[config.mk]
export PLATFORM = sky130hd
export DESIGN_NAME = vl_cfg_unit
export DESIGN_NICKNAME = d
export VERILOG_FILES = /design/src/rtl/vl_cfg_pkg.sv /design/src/rtl/vl_div.sv /design/src/rtl/vl_scale.sv /design/src/rtl/vl_cfg_unit.sv
export SDC_FILE = /design/constraint.sdc
export NUM_CORES = 1
export LEC_CHECK = 0
export CORE_MARGIN = 2
export CORE_UTILIZATION = 56
export DETAILED_ROUTE_END_ITERATION = 8
export PLACE_DENSITY_LB_ADDON = 0.12
export SLEW_MARGIN = 20
export SYNTH_ARGS = -nofsm -noshare
export SYNTH_HDL_FRONTEND = slang
export SYNTH_SLANG_ARGS = --single-unit
[constraint.sdc]
create_clock -name clk_i -period 5.7 [get_ports clk_i]
set_input_delay 1.14 -clock clk_i [delete_from_list [all_inputs] [get_ports clk_i]]
set_output_delay 1.14 -clock clk_i [all_outputs]
set_load 0.005 [all_outputs]
[src/rtl/vl_cfg_pkg.sv]
package vl_cfg_pkg;
  function automatic int max_of(input int a, input int b);
    return (a > b) ? a : b;
  endfunction
endpackage

[src/rtl/vl_div.sv]
module vl_div #(
  parameter int DVD_W = 6,
  parameter int DVS_W = 7
) (
  input  logic             clk_i,
  input  logic             rst_ni,
  input  logic             start_i,
  input  logic [DVD_W-1:0] dividend_i,
  input  logic [DVS_W-1:0] divisor_i,
  output logic             busy_o,
  output logic             done_o,
  output logic [DVD_W-1:0] quot_o
);
  localparam int CW = (DVD_W > 1) ? $clog2(DVD_W) : 1;
  localparam logic [CW-1:0] LAST = CW'(DVD_W - 1);

  logic             busy_q;
  logic [CW-1:0]    cnt_q;
  logic [DVS_W-1:0] rem_q, dvs_q, rem_n;
  logic [DVD_W-1:0] quo_q, quo_n;
  logic [DVS_W:0]   rem_sh;
  logic             fit;

  // one restoring step per cycle
  always_comb begin
    rem_sh = {rem_q, quo_q[DVD_W-1]};
    fit    = rem_sh >= {1'b0, dvs_q};
    rem_n  = DVS_W'(fit ? (rem_sh - {1'b0, dvs_q}) : rem_sh);
    quo_n  = {quo_q[DVD_W-2:0], fit};
  end

  always_ff @(posedge clk_i or negedge rst_ni) begin
    if (!rst_ni) begin
      busy_q <= 1'b0;
      cnt_q  <= '0;
      rem_q  <= '0;
      dvs_q  <= '0;
      quo_q  <= '0;
    end else if (busy_q) begin
      rem_q <= rem_n;
      quo_q <= quo_n;
      cnt_q <= cnt_q + 1'b1;
      if (cnt_q == LAST) busy_q <= 1'b0;
    end else if (start_i) begin
      busy_q <= 1'b1;
      cnt_q  <= '0;
      rem_q  <= '0;
      dvs_q  <= divisor_i;
      quo_q  <= dividend_i;
    end
  end

  assign busy_o = busy_q;
  assign done_o = busy_q && (cnt_q == LAST);
  assign quot_o = quo_n;
endmodule

[src/rtl/vl_scale.sv]
module vl_scale #(
  parameter int Q_W         = 6,
  parameter int BANK_COUNT  = 8,
  parameter int MAX_THREADS = 128,
  parameter int PROD_W      = 10,
  parameter int LEN_W       = 8
) (
  input  logic [Q_W-1:0]   quot_i,
  output logic [LEN_W-1:0] len_o
);
  logic [PROD_W-1:0] prod;

  always_comb begin
    prod  = PROD_W'(quot_i) * PROD_W'(BANK_COUNT);
    len_o = (prod > PROD_W'(MAX_THREADS)) ? LEN_W'(MAX_THREADS) : LEN_W'(prod);
  end
endmodule

[src/rtl/vl_cfg_unit.sv]
module vl_cfg_unit
  import vl_cfg_pkg::*;
#(
  parameter int REGS_PER_BANK = 32,
  parameter int BANK_COUNT    = 8,
  parameter int MAX_THREADS   = 128,
  parameter int CNT_W         = 6,
  parameter int REQ_W         = 16,
  localparam int LEN_W        = $clog2(MAX_THREADS + 1)
) (
  input  logic             clk_i,
  input  logic             rst_ni,
  input  logic             cfg_valid_i,
  input  logic [CNT_W-1:0] cfg_int_used_i,
  input  logic [CNT_W-1:0] cfg_fp_used_i,
  input  logic             setvl_valid_i,
  input  logic [REQ_W-1:0] setvl_req_i,
  output logic             busy_o,
  output logic [LEN_W-1:0] max_len_o,
  output logic             max_len_done_o,
  output logic [LEN_W-1:0] vl_o,
  output logic             vl_done_o
);
  localparam int DVD_W  = $clog2(REGS_PER_BANK + 1);
  localparam int DVS_W  = CNT_W + 1;
  localparam int PROD_W = $clog2(max_of(REGS_PER_BANK * BANK_COUNT, MAX_THREADS) + 1) + 1;

  logic [DVS_W-1:0] sum, divisor;
  logic             div_busy, div_done;
  logic [DVD_W-1:0] quot;
  logic [LEN_W-1:0] new_max;
  logic [LEN_W-1:0] max_q, vl_q;
  logic             mdone_q, vdone_q;

  always_comb begin
    sum     = DVS_W'(cfg_int_used_i) + DVS_W'(cfg_fp_used_i);
    divisor = (sum < DVS_W'(2)) ? DVS_W'(1) : sum - DVS_W'(1);
  end

  vl_div #(.DVD_W(DVD_W), .DVS_W(DVS_W)) i_div (
    .clk_i      (clk_i),
    .rst_ni     (rst_ni),
    .start_i    (cfg_valid_i),
    .dividend_i (DVD_W'(REGS_PER_BANK)),
    .divisor_i  (divisor),
    .busy_o     (div_busy),
    .done_o     (div_done),
    .quot_o     (quot)
  );

  vl_scale #(
    .Q_W(DVD_W), .BANK_COUNT(BANK_COUNT), .MAX_THREADS(MAX_THREADS),
    .PROD_W(PROD_W), .LEN_W(LEN_W)
  ) i_scale (
    .quot_i (quot),
    .len_o  (new_max)
  );

  always_ff @(posedge clk_i or negedge rst_ni) begin
    if (!rst_ni) begin
      max_q   <= '0;
      vl_q    <= '0;
      mdone_q <= 1'b0;
      vdone_q <= 1'b0;
    end else begin
      mdone_q <= div_done;
      vdone_q <= 1'b0;
      if (div_done) max_q <= new_max;
      if (!div_busy && setvl_valid_i) begin
        vl_q    <= (setvl_req_i > REQ_W'(max_q)) ? max_q : LEN_W'(setvl_req_i);
        vdone_q <= 1'b1;
      end
    end
  end

  assign busy_o         = div_busy;
  assign max_len_o      = max_q;
  assign max_len_done_o = mdone_q;
  assign vl_o           = vl_q;
  assign vl_done_o      = vdone_q;
endmodule

==> results.md, run 1 <==
* Hold buffers post-CTS at 0
* Leakage at about 1.4 nW
* CTS clk-pin slew, worst paths at approximately 0.070 ns
* Area of the multi-input gates at 1430 um^2
* Period utilization at between 50% and 60%
* First-pass GRT wire length at around 9 mm
* Final Setup Violations at 0
* N_diodes at 0
* Syn Inst Count at 273
* Buf/Inv on CP at 2
* Initial antenna violation count at 0
* Register area share after synthesis at about two fifths
* Antenna-violating nets left at 0
* Die width at about 71 um
* Total wire length at 5.40 mm
* Worst Max-Slew Pin Slew at approximately 0.85 ns
* Gpl congestion at between 0.8 and 0.9
* Gates resized, CTS repair at 0
* Buffers on Ports at 47
* Post-Route Setup TNS at 0 ns
* GRT Total Usage at between 20% and 30%
* CTS tree: yes
* H-tree levels at 2
* Crit-path slowest cell: clkdlybuf4s50_1
* Stages on the worst setup path at 10
* First DRT Iteration DRCs at between 150 and 200
* Worst Path Max Fanout at 3
* Final slew viol count at 0
* CP endpoint kind: flip-flop
* Pwr Density at 510 nW/um^2
* Crit path from: cfg_int_used_i[0]
* Worst reg-to-reg path cell count at 9
* Asr flop ratio synth at 100%
* Crit path kind: primary input to flip-flop
* # Max-Cap Violations at 0
* Share of layout cells above drive strength 1 at around 7%
* Number of fill cells at roughly 340
* Most used flip-flop cell after synthesis: dfrtp_1
* Reg-to-Reg End: i_div.rem_q[2]
* Pin count of the biggest net entering global routing at 41
* Worst r2r src: i_div.quo_q[5]
* Tmin final at 3.23 ns
* Worst min-delay path class: flip-flop to flip-flop
* Worst path cell trace: clkdlybuf4s50_1, ha_1, inv_1, fa_1, nand2b_1, a21oi_2, xor2_2, or4_1, o21ai_1, a31oi_1
* Synth top area share at 38.5%
* RSZ-0062 raised after global routing: no
* Initial Util at approximately 58%
* Synthesized area per cell at 9.28 um^2
* Post-synthesis cell type count at 51
* Dpl hpwl at between 4 and 5 mm
* Root Buffer: clkbuf_8
* Largest cells by area after synthesis: dfrtp_1, ha_1, nand2b_1
* Crit path to: i_div.dvs_q[5]
* Clock skew at roughly 0.0072 ns
* Crit path launch type: primary input
* Register area at a little under 1000 um^2
* Vias/cell at between 5 and 6
* Post-CTS setup repair buffer count at 0
* Max IR drop VDD at just over 0.0003 V
* CP Data Arrival Time at approximately 3.4 ns
* CTS buffer count at 5
* Critical Path RT at just under 6 ns
* Yosys warns at 0
* Final #Nets at ~380
* Vias at ~2200
* Yosys reg bits at 39
* Vias in the first global route at about 2100
* Die area at 5080 um^2
* Rows at 24
* DRC at 0
* Clock sink total at 39
* Pre-Repair DR Iteration Count at 4
* Most frequent cell after synthesis: dfrtp_1
* Critical path's largest stage delay at ~0.47 ns
* Die height at roughly 70 um
* Number of synthesized flops with an enable pin at 0
* Relative slew slack at 43.5%
* Synth area leader: dfrtp_1
* Worst R2R Setup Slack at between 3 and 4 ns
* Status: finished, final reports clean
* Clock tree buffer depth at 2
* Core ar. at 4350 um^2
* Final Hold Fails at 0
* Fmax at about 310 MHz
* Synthesized area at between 2000 and 3000 um^2
* Area Overhead vs Synth at 24.1%
* Drt wl/cell at about 14 um
* Post-synth top cells: dfrtp_1, nor2_1, inv_1
* Total global routing overflow at 0
* Largest delay contributor family on the critical path: simple AND/OR/NAND/NOR gates
* Clock latency at the later pin of the worst-skew pair at 0.29 ns
* Total design power at between 0.0015 and 0.002 W
* # IOs at 51
[tightest hold or removal path, cell delays in order, from the launching register on]
cell	delay (ns)
dfrtp_1	0.35
nand2_1	0.06
o31ai_2	0.05
[registers in the layout (all words and copies together) (netlist names)]
register	cells
i_div.busy_o	1
i_div.cnt_q	3
i_div.dvs_q	7
i_div.quo_q	6
i_div.rem_q	7
max_len_done_o	1
max_len_o	5
vl_done_o	1
vl_o	8
[layout by cell type (no fill, tap or decap), types with 3 or more instances in the layout]
| master | netlist | layout |
|---|---|---|
| clkdlybuf4s50_1 | 0 | 46 |
| dfrtp_1 | 39 | 39 |
| nor2_1 | 24 | 24 |
| inv_1 | 23 | 23 |
| ha_1 | 21 | 21 |
| nand2_1 | 16 | 16 |
| o21ai_0 | 16 | 16 |
| nand2b_1 | 15 | 15 |
| a21oi_1 | 11 | 11 |
| nand3_1 | 9 | 9 |
| a31oi_1 | 8 | 8 |
| o21ai_1 | 6 | 6 |
| clkbuf_8 | 0 | 5 |
| nor2b_1 | 4 | 4 |
| nor3_1 | 4 | 4 |
| a22o_1 | 4 | 4 |
| a21o_1 | 4 | 4 |
| xor2_1 | 4 | 4 |
| o31ai_2 | 4 | 4 |
| o311ai_1 | 4 | 4 |
| nand4_1 | 3 | 3 |
| nor4_1 | 3 | 3 |
| xnor2_1 | 3 | 3 |
| and2_1 | 3 | 3 |
| mux2i_1 | 3 | 3 |
| nand3b_1 | 3 | 3 |
| conb_1 | 1 | 3 |
[logic make-up after synthesis]
kind of cell | Yosys count | synth area share [%]
compound gates | 75 | 20.8
xor+xnor | 8 | 3.06
fa+ha+maj | 23 | 12.0
buf+inv | 34 | 5.48
flops | 39 | 38.5
mux | 3 | 1.19
other cells | 1 | 0.148
simple gates | 90 | 18.8
[worst min path at each step]
stage / from / to / slack [ns] / cells after the start
2_1_floorplan: i_div.dvs_q[2] / i_div.dvs_q[2] / 0.46 / 2
3_3_place_gp: i_div.dvs_q[4] / i_div.dvs_q[4] / 0.47 / 2
3_5_place_dp: i_div.dvs_q[2] / i_div.dvs_q[2] / 0.48 / 2
4_1_cts: i_div.dvs_q[3] / i_div.dvs_q[3] / 0.50 / 2
5_1_grt: i_div.dvs_q[3] / i_div.dvs_q[3] / 0.52 / 2
6_report: i_div.dvs_q[2] / i_div.dvs_q[2] / 0.49 / 2
[layer usage]
metal	GRT usage, %	wire length [um]	vias to the layer above
met5	0	0	-
met4	6.92	111	0
met3	4.78	266	15
met2	38.8	2660	63
met1	28.7	2360	1044
li1	-	-	1062
[layout make-up]
| type | instances | area share (%) |
|---|---|---|
| sequential | 39 | 31.1 |
| inverter | 24 | 2.87 |
| clock inverter | 3 | 1.39 |
| timing repair buffer | 48 | 15.1 |
| multi-input combinational | 202 | 45.4 |
| clock buffer | 5 | 2.19 |
| tap | 52 | 2.07 |
[where the power goes]
part | leakage [nW] | switching (W) | internal [W] | total, W
Combinational | 0.865 | 0.000468 | 0.000412 | 0.000880
Sequential | 0.482 | 0.0000852 | 0.000403 | 0.000488
Clock | 0.0581 | 0.000103 | 0.000130 | 0.000234
Total | 1.40 | 0.000656 | 0.000946 | 0.00160
[stage by stage]
step	setup slack (ns)	area, um^2	util, %	std cells	hold slack, ns
2_1_floorplan	2.78	2540	-	275	0.457
3_3_place_gp	2.23	3030	69.6	365	0.474
3_5_place_dp	2.19	3030	69.6	365	0.481
4_1_cts	2.49	3140	72.2	373	0.497
5_1_grt	2.34	3140	72.2	373	0.522
6_report	2.47	3140	72.2	373	0.493
(Power assumes the default switching activity.)
==> run 2, diff against run 1 <==
--- a/config.mk
+++ b/config.mk
@@ -6,7 +6,7 @@
 export NUM_CORES = 1
 export LEC_CHECK = 0
 export CORE_MARGIN = 2
-export CORE_UTILIZATION = 56
+export CORE_UTILIZATION = 47
 export DETAILED_ROUTE_END_ITERATION = 8
 export PLACE_DENSITY_LB_ADDON = 0.12
 export SLEW_MARGIN = 20
==> constraint.sdc (replaced) <==
create_clock -name clk_i -period 2.8 [get_ports clk_i]
set_input_delay 0.56 -clock clk_i [delete_from_list [all_inputs] [get_ports clk_i]]
set_output_delay 0.56 -clock clk_i [all_outputs]
set_load 0.005 [all_outputs]
==> run 2 against run 1 <==
Non-clock buffer count up 6. Critical path depth did not move. Sequential power rose by 110%. Setup slack got worse by 2.3 ns. Die area up 18%. Combinational power is 100% higher. First-iteration DRC count rose by 14%. Power grew 100%. Critical endpoint unchanged.
==> results.md, run 2 (synthesis results as in run 1) <==
* Status: finished, final reports clean (unchanged)
* Buffers on Ports at 47 (unchanged)
* Worst Path Max Fanout at 3 (unchanged)
* Core ar. at 5140 um^2 (was 4350 um^2)
* Root Buffer: clkbuf_8 (unchanged)
* Final Util at 62.4% (was 72.2%)
* CTS tree: yes (unchanged)
* Reg-to-Reg End: i_div.rem_q[5] (was i_div.rem_q[2])
* Pin count of the biggest net entering global routing at 40 (was 41)
* Antenna-violating nets left at 0 (unchanged)
* Drt wl/cell at 14.0 um (was 14.5 um)
* Worst reg-to-reg path cell count at 9 (unchanged)
* N_diodes at 0 (unchanged)
* Worst Max-Slew Pin Slew at 0.881 ns (was 0.847 ns)
* CTS buffer count at 5 (unchanged)
* Largest delay contributor family on the critical path: simple AND/OR/NAND/NOR gates (unchanged)
* Internal at 0.00194 W (was 0.000946 W)
* Total global routing overflow at 0 (unchanged)
* Final slew viol count at 0 (unchanged)
* Seq pwr share at 31.3% (was 30.5%)
* Highest-count cells in the layout ignoring fill and taps: clkdlybuf4s50_1, dfrtp_1, nor2_1 (unchanged)
* Initial Util at 49.3% (was 58.2%)
* Pwr Density at 1020 nW/um^2 (was 510 nW/um^2)
* Final #Nets at 381 (was 375)
* Clk pwr share at 14.6% (about the same)
* Share of layout cells above drive strength 1 at 8.56% (was 6.85%)
* Post-Route Setup TNS at 0 ns (unchanged)
* CP Data Arrival Time at 2.81 ns (was 3.37 ns)
* Switching power at 0.00133 W (was 0.000656 W)
* Pre-Repair DR Iteration Count at 4 (unchanged)
* Fmax at ~380 MHz
* CTS clk-pin slew, worst paths at 0.09 ns (was 0.07 ns)
* Initial antenna violation count at 0 (unchanged)
* Relative slew slack at 41.3% (was 43.5%)
* Hold buffers post-CTS at 0 (unchanged)
* Clock sink total at 39 (unchanged)
* Worst path cell trace: clkdlybuf4s50_1, ha_1, inv_1, fa_1, nand2b_1, a21oi_2, xor2_2, or4_1, o21ai_1, a31oi_1 (unchanged)
* Dpl hpwl at 4.20 mm (was 4.10 mm)
* Most common cell after layout, fill and taps aside: clkdlybuf4s50_1 (unchanged)
* Combinational share of power at 54.0% (was 54.9%)
* Total wire length at 5.55 mm (was 5.40 mm)
* Final Hold Fails at 0 (unchanged)
* Tmin final at between 2 and 3 ns
* Worst min-delay path class: primary input to async pin (was flip-flop to flip-flop)
* Hold_ws at 0.379 ns (was 0.493 ns)
* Leakage at 1.43 nW (was 1.40 nW)
* Sw frac at 40.6% (was 41.0%)
* Area Overhead vs Synth at 26.7% (was 24.1%)
* CP endpoint kind: flip-flop (unchanged)
* H-tree levels at 2 (unchanged)
* First-pass GRT wire length at 9.82 mm (was 9.27 mm)
* Critical Path RT at 2.95 ns (was 5.85 ns)
* Period utilization at 95.0%
* Vias at 2142 (was 2184)
* Rows at 26 (was 24)
* DRC at 0 (unchanged)
* Crit-path slowest cell: or4_1 (was clkdlybuf4s50_1)
* Worst r2r src: i_div.quo_q[5] (unchanged)
* Clock skew at 0.0131 ns (was 0.00724 ns)
* Worst R2R Setup Slack at 0.36 ns (was 3.20 ns)
* GRT Total Usage at 20.3% (was 22.6%)
* Clock latency at the later pin of the worst-skew pair at 0.30 ns (was 0.29 ns)
* Max reg flops at 8 (unchanged)
* Total design power at 0.00327 W (was 0.00160 W)
* Clock tree buffer depth at 2 (unchanged)
* Max IR drop VDD at 0.000535 V (was 0.000303 V)
* Die width at 77.4 um (was 71.2 um)
* Buf/Inv on CP at 2 (unchanged)
* Die area at 5990 um^2 (was 5080 um^2)
* Crit path launch type: primary input (unchanged)
* Gpl congestion at 0.798 (was 0.838)
* Pre-CTS WS at -0.136 ns (was 2.19 ns)
* Critical path's largest stage delay at 0.49 ns (was 0.47 ns)
* Vias/cell at 5.40 (was 5.86)
* Worst setup margin at 0.140 ns (was 2.47 ns)
* # IOs at 51 (unchanged)
* # Max-Cap Violations at 0 (unchanged)
* Final Setup Violations at 0 (unchanged)
* Vias in the first global route at 2177 (was 2105)
* Die height at 77.4 um (was 71.2 um)
* Crit path kind: primary input to flip-flop (unchanged)
* First DRT Iteration DRCs at 190 (was 166)
-- run 2: layout make-up --
class,instances,area [um^2]
Clock inverter,3,43.8
Fill cell,488,1930
Sequential cell,39,976
Tap cell,70,87.6
Clock buffer,5,68.8
Inverter,24,90.1
Multi-Input combinational cell,202,1430
Timing Repair Buffer,54,518
-- run 2: worst register-to-register path, delay by kind of cell (launching register included) --
kind	cells	cell delay, ns
buf+inv	1	0.05
simple gates	2	0.32
compound gates	4	1.02
fa+ha+maj	2	0.60
flops	1	0.39
-- run 2: power by group through the flow --
stage               clock (W)  sequential, W  combinational, W
CTS                  0.000483        0.00102           0.00177
global route         0.000512        0.00106           0.00202
global placement            0        0.00103           0.00172
finish               0.000478        0.00102           0.00177
detailed placement          0        0.00103           0.00176
floorplan                   0       0.000969           0.00129
-- run 2: worst max-delay path by stage --
stage	startpoint	to	slack, ns	cells after the start
floorplan	cfg_int_used_i[0]	i_div.dvs_q[5]	0.46	9
global placement	cfg_int_used_i[0]	i_div.dvs_q[5]	-0.05	10
detailed placement	cfg_int_used_i[0]	i_div.dvs_q[5]	-0.14	10
CTS	cfg_int_used_i[0]	i_div.dvs_q[5]	0.17	10
global route	cfg_int_used_i[0]	i_div.dvs_q[5]	-0.009	10
finish	cfg_int_used_i[0]	i_div.dvs_q[5]	0.14	10
-- run 2: what timing repair did --
| action | CTS | global route |
|---|---|---|
| gates resized for setup | 0 | 0 |
| setup endpoints to repair | 0 | 1 |
| setup buffers | 0 | 1 |
-- run 2: per-layer routing --
metal / track usage, % / vias to the layer above / routed length (um)
li1: - / 1067 / -
met1: 26.7 / 1017 / 2540
met2: 33.4 / 48 / 2700
met3: 4.65 / 10 / 221
met4: 5.89 / 0 / 81
met5: 0 / - / 0
-- run 2: per-stage QoR --
| step | instance area, um^2 | instances |
|---|---|---|
| after global placement | 3090 | 388 |
| after floorplan | 2540 | 275 |
| after detailed placement | 3090 | 388 |
| after CTS | 3200 | 396 |
| final | 3210 | 397 |
| after global routing | 3210 | 397 |
==> run 3, diff against run 2 <==
--- a/config.mk
+++ b/config.mk
@@ -5,9 +5,11 @@
 export SDC_FILE = /design/constraint.sdc
 export NUM_CORES = 1
 export LEC_CHECK = 0
+export CORE_ASPECT_RATIO = 1.1
 export CORE_MARGIN = 2
 export CORE_UTILIZATION = 47
 export DETAILED_ROUTE_END_ITERATION = 8
+export GPL_ROUTABILITY_DRIVEN = 1
 export PLACE_DENSITY_LB_ADDON = 0.12
 export SLEW_MARGIN = 20
 export SYNTH_ARGS = -nofsm -noshare
==> run 3 against run 2 <==
Combinational power about the same. Routed wire length decreased by 0.97%. Flip-flop and latch count unchanged. Sequential power about the same. Fmax increased by 3.5%. Non-clock buffer count unchanged.
==> results.md, run 3 (synthesis results as in run 1) <==
* Die height at 81.0 um (was 77.4 um)
* Worst path cell trace: clkdlybuf4s50_1, ha_1, inv_1, fa_1, nand2b_1, a21oi_2, xor2_2, or4_1, o21ai_1, a31oi_1 (unchanged)
* Total design power at 0.00325 W (was 0.00327 W)
* Pin count of the biggest net entering global routing at 40 (unchanged)
* Initial antenna violation count at 0 (unchanged)
* Critical Path RT at 2.96 ns (was 2.95 ns)
* Total wire length at 5.49 mm (was 5.55 mm)
* Max reg flops at 8 (unchanged)
* Dpl hpwl at 4.11 mm (was 4.20 mm)
* First-pass GRT wire length at 9.30 mm (was 9.82 mm)
* Leakage at 1.43 nW (about the same)
* Fin cells at 402 (was 397)
* Initial Util at 47.9% (was 49.3%)
* Period utilization at 91.8% (was 95.0%)
* CP endpoint kind: flip-flop (unchanged)
* Die width at 74.0 um (was 77.4 um)
* Fmax at 389 MHz (was 376 MHz)
* Status: finished, final reports clean (unchanged)
* Crit-path slowest cell: or4_1 (unchanged)
* Vias in the first global route at 1995 (was 2177)
* CTS clk-pin slew, worst paths at 0.08 ns (was 0.09 ns)
* Gates resized, CTS repair at 0 (unchanged)
* CTS buffer count at 5 (unchanged)
* Final Util at 60.8% (was 62.4%)
* Crit path kind: primary input to flip-flop (unchanged)
* Area of the multi-input gates at 1430 um^2 (unchanged)
* Root Buffer: clkbuf_8 (unchanged)
* Share of layout cells above drive strength 1 at 8.56% (unchanged)
* RSZ-0062 raised after global routing: no
* Clock sink total at 39 (unchanged)
* Clock latency at the later pin of the worst-skew pair at 0.30 ns (about the same)
* Buffers on Ports at 47 (unchanged)
* Tmin final at 2.57 ns (was 2.66 ns)
* Vias/cell at 5.24 (was 5.40)
* N_diodes at 0 (unchanged)
* Most common cell after layout, fill and taps aside: clkdlybuf4s50_1 (unchanged)
* CTS tree: yes (unchanged)
* Placed inst area at 3100 um^2 (was 3090 um^2)
* Clock tree buffer depth at 2 (unchanged)
* Post-CTS setup repair buffer count at 0 (unchanged)
* Clock skew at 0.0126 ns (was 0.0131 ns)
* Post-route cell area at 3220 um^2 (was 3210 um^2)
* Core ar. at 5290 um^2 (was 5140 um^2)
* Rows at 28 (was 26)
* Die area at 5990 um^2 (about the same)
* Placed insts at 394 (was 388)
* Highest-count cells in the layout ignoring fill and taps: clkdlybuf4s50_1, dfrtp_1, nor2_1 (unchanged)
* Worst Path Max Fanout at 3 (unchanged)
* Hold buffers post-CTS at 0 (unchanged)
* CP Data Arrival Time at 2.73 ns (was 2.81 ns)
* Pwr Density at 1010 nW/um^2 (was 1020 nW/um^2)
* Area Overhead vs Synth at 27.0% (was 26.7%)
* Vias at 2108 (was 2142)
* GRT Total Usage at 19.9% (was 20.3%)
* Stages on the worst setup path at 10 (unchanged)
* Worst reg-to-reg path cell count at 9 (unchanged)
* Worst Max-Slew Pin Slew at 0.860 ns (was 0.881 ns)
* Crit path launch type: primary input (unchanged)
* Max IR drop VDD at 0.000485 V (was 0.000535 V)
* H-tree levels at 2 (unchanged)
* Largest delay contributor family on the critical path: simple AND/OR/NAND/NOR gates (unchanged)
* Hold_ws at 0.372 ns (was 0.379 ns)
* Register area at 976 um^2 (unchanged)
* Relative slew slack at 42.7% (was 41.3%)
* Pre-Repair DR Iteration Count at 4 (unchanged)
* Final slew viol count at 0 (unchanged)
* Buf/Inv on CP at 2 (unchanged)
* Final Hold Fails at 0 (unchanged)
* Total global routing overflow at 0 (unchanged)
* Critical path's largest stage delay at 0.47 ns (was 0.49 ns)
* DRC at 0 (unchanged)
* # Max-Cap Violations at 0 (unchanged)
* Gpl congestion at 0.864 (was 0.798)
* Final #Nets at 381 (unchanged)
* Drt wl/cell at 13.7 um (was 14.0 um)
* Number of fill cells at 480 (was 488)
* Worst R2R Setup Slack at 0.40 ns (was 0.36 ns)
* Worst min-delay path class: primary input to async pin (unchanged)
* Final Setup Violations at 0 (unchanged)
* # IOs at 51 (unchanged)
* Antenna-violating nets left at 0 (unchanged)
* First DRT Iteration DRCs at 125 (was 190)
## run 3: cell counts in the layout (fill, tap and decap cells not counted)
Identical to the previous run, type by type.
## run 3: layer usage
layer	share of wire, %	up-vias	global-route usage [%]
li1	-	1074	-
met1	47	989	25.7
met2	49	36	33.5
met3	2.8	9	3.97
met4	1.7	0	6.00
met5	0	-	0
## run 3: final timing paths
path,startpoint,end
setup / recovery,cfg_int_used_i[0],i_div.dvs_q[5]
setup reg to reg,i_div.quo_q[5],i_div.rem_q[2]
hold / removal,rst_ni,vl_done_o
max in group asynchronous,rst_ni,vl_o[2]
min in group clk_i,i_div.dvs_q[4],i_div.dvs_q[4]
hold reg to reg,i_div.dvs_q[4],i_div.dvs_q[4]
## run 3: per-stage QoR
step	worst slack, ns	TNS (ns)
after floorplan	0.455	0
after global placement	-0.0578	-0.0707
after detailed placement	-0.0924	-0.189
after CTS	0.214	0
after global routing	0.0739	0
final	0.231	0
## run 3: area by class of cell
| cell class | instances | share of cell area (%) |
|---|---|---|
| clock inverters | 3 | 1.36 |
| well taps | 75 | 2.92 |
| clock buffers | 5 | 2.14 |
| repair buffers | 54 | 16.1 |
| flip-flops and latches | 39 | 30.4 |
| multi-input cells | 202 | 44.3 |
| inverters | 24 | 2.80 |
## run 3: power by group
group	leakage (nW)	switching (W)	total (W)	internal [W]
sequential	0.482	0.000178	0.000997	0.000820
clock	0.0581	0.000216	0.000481	0.000266
combinational	0.894	0.000920	0.00177	0.000851
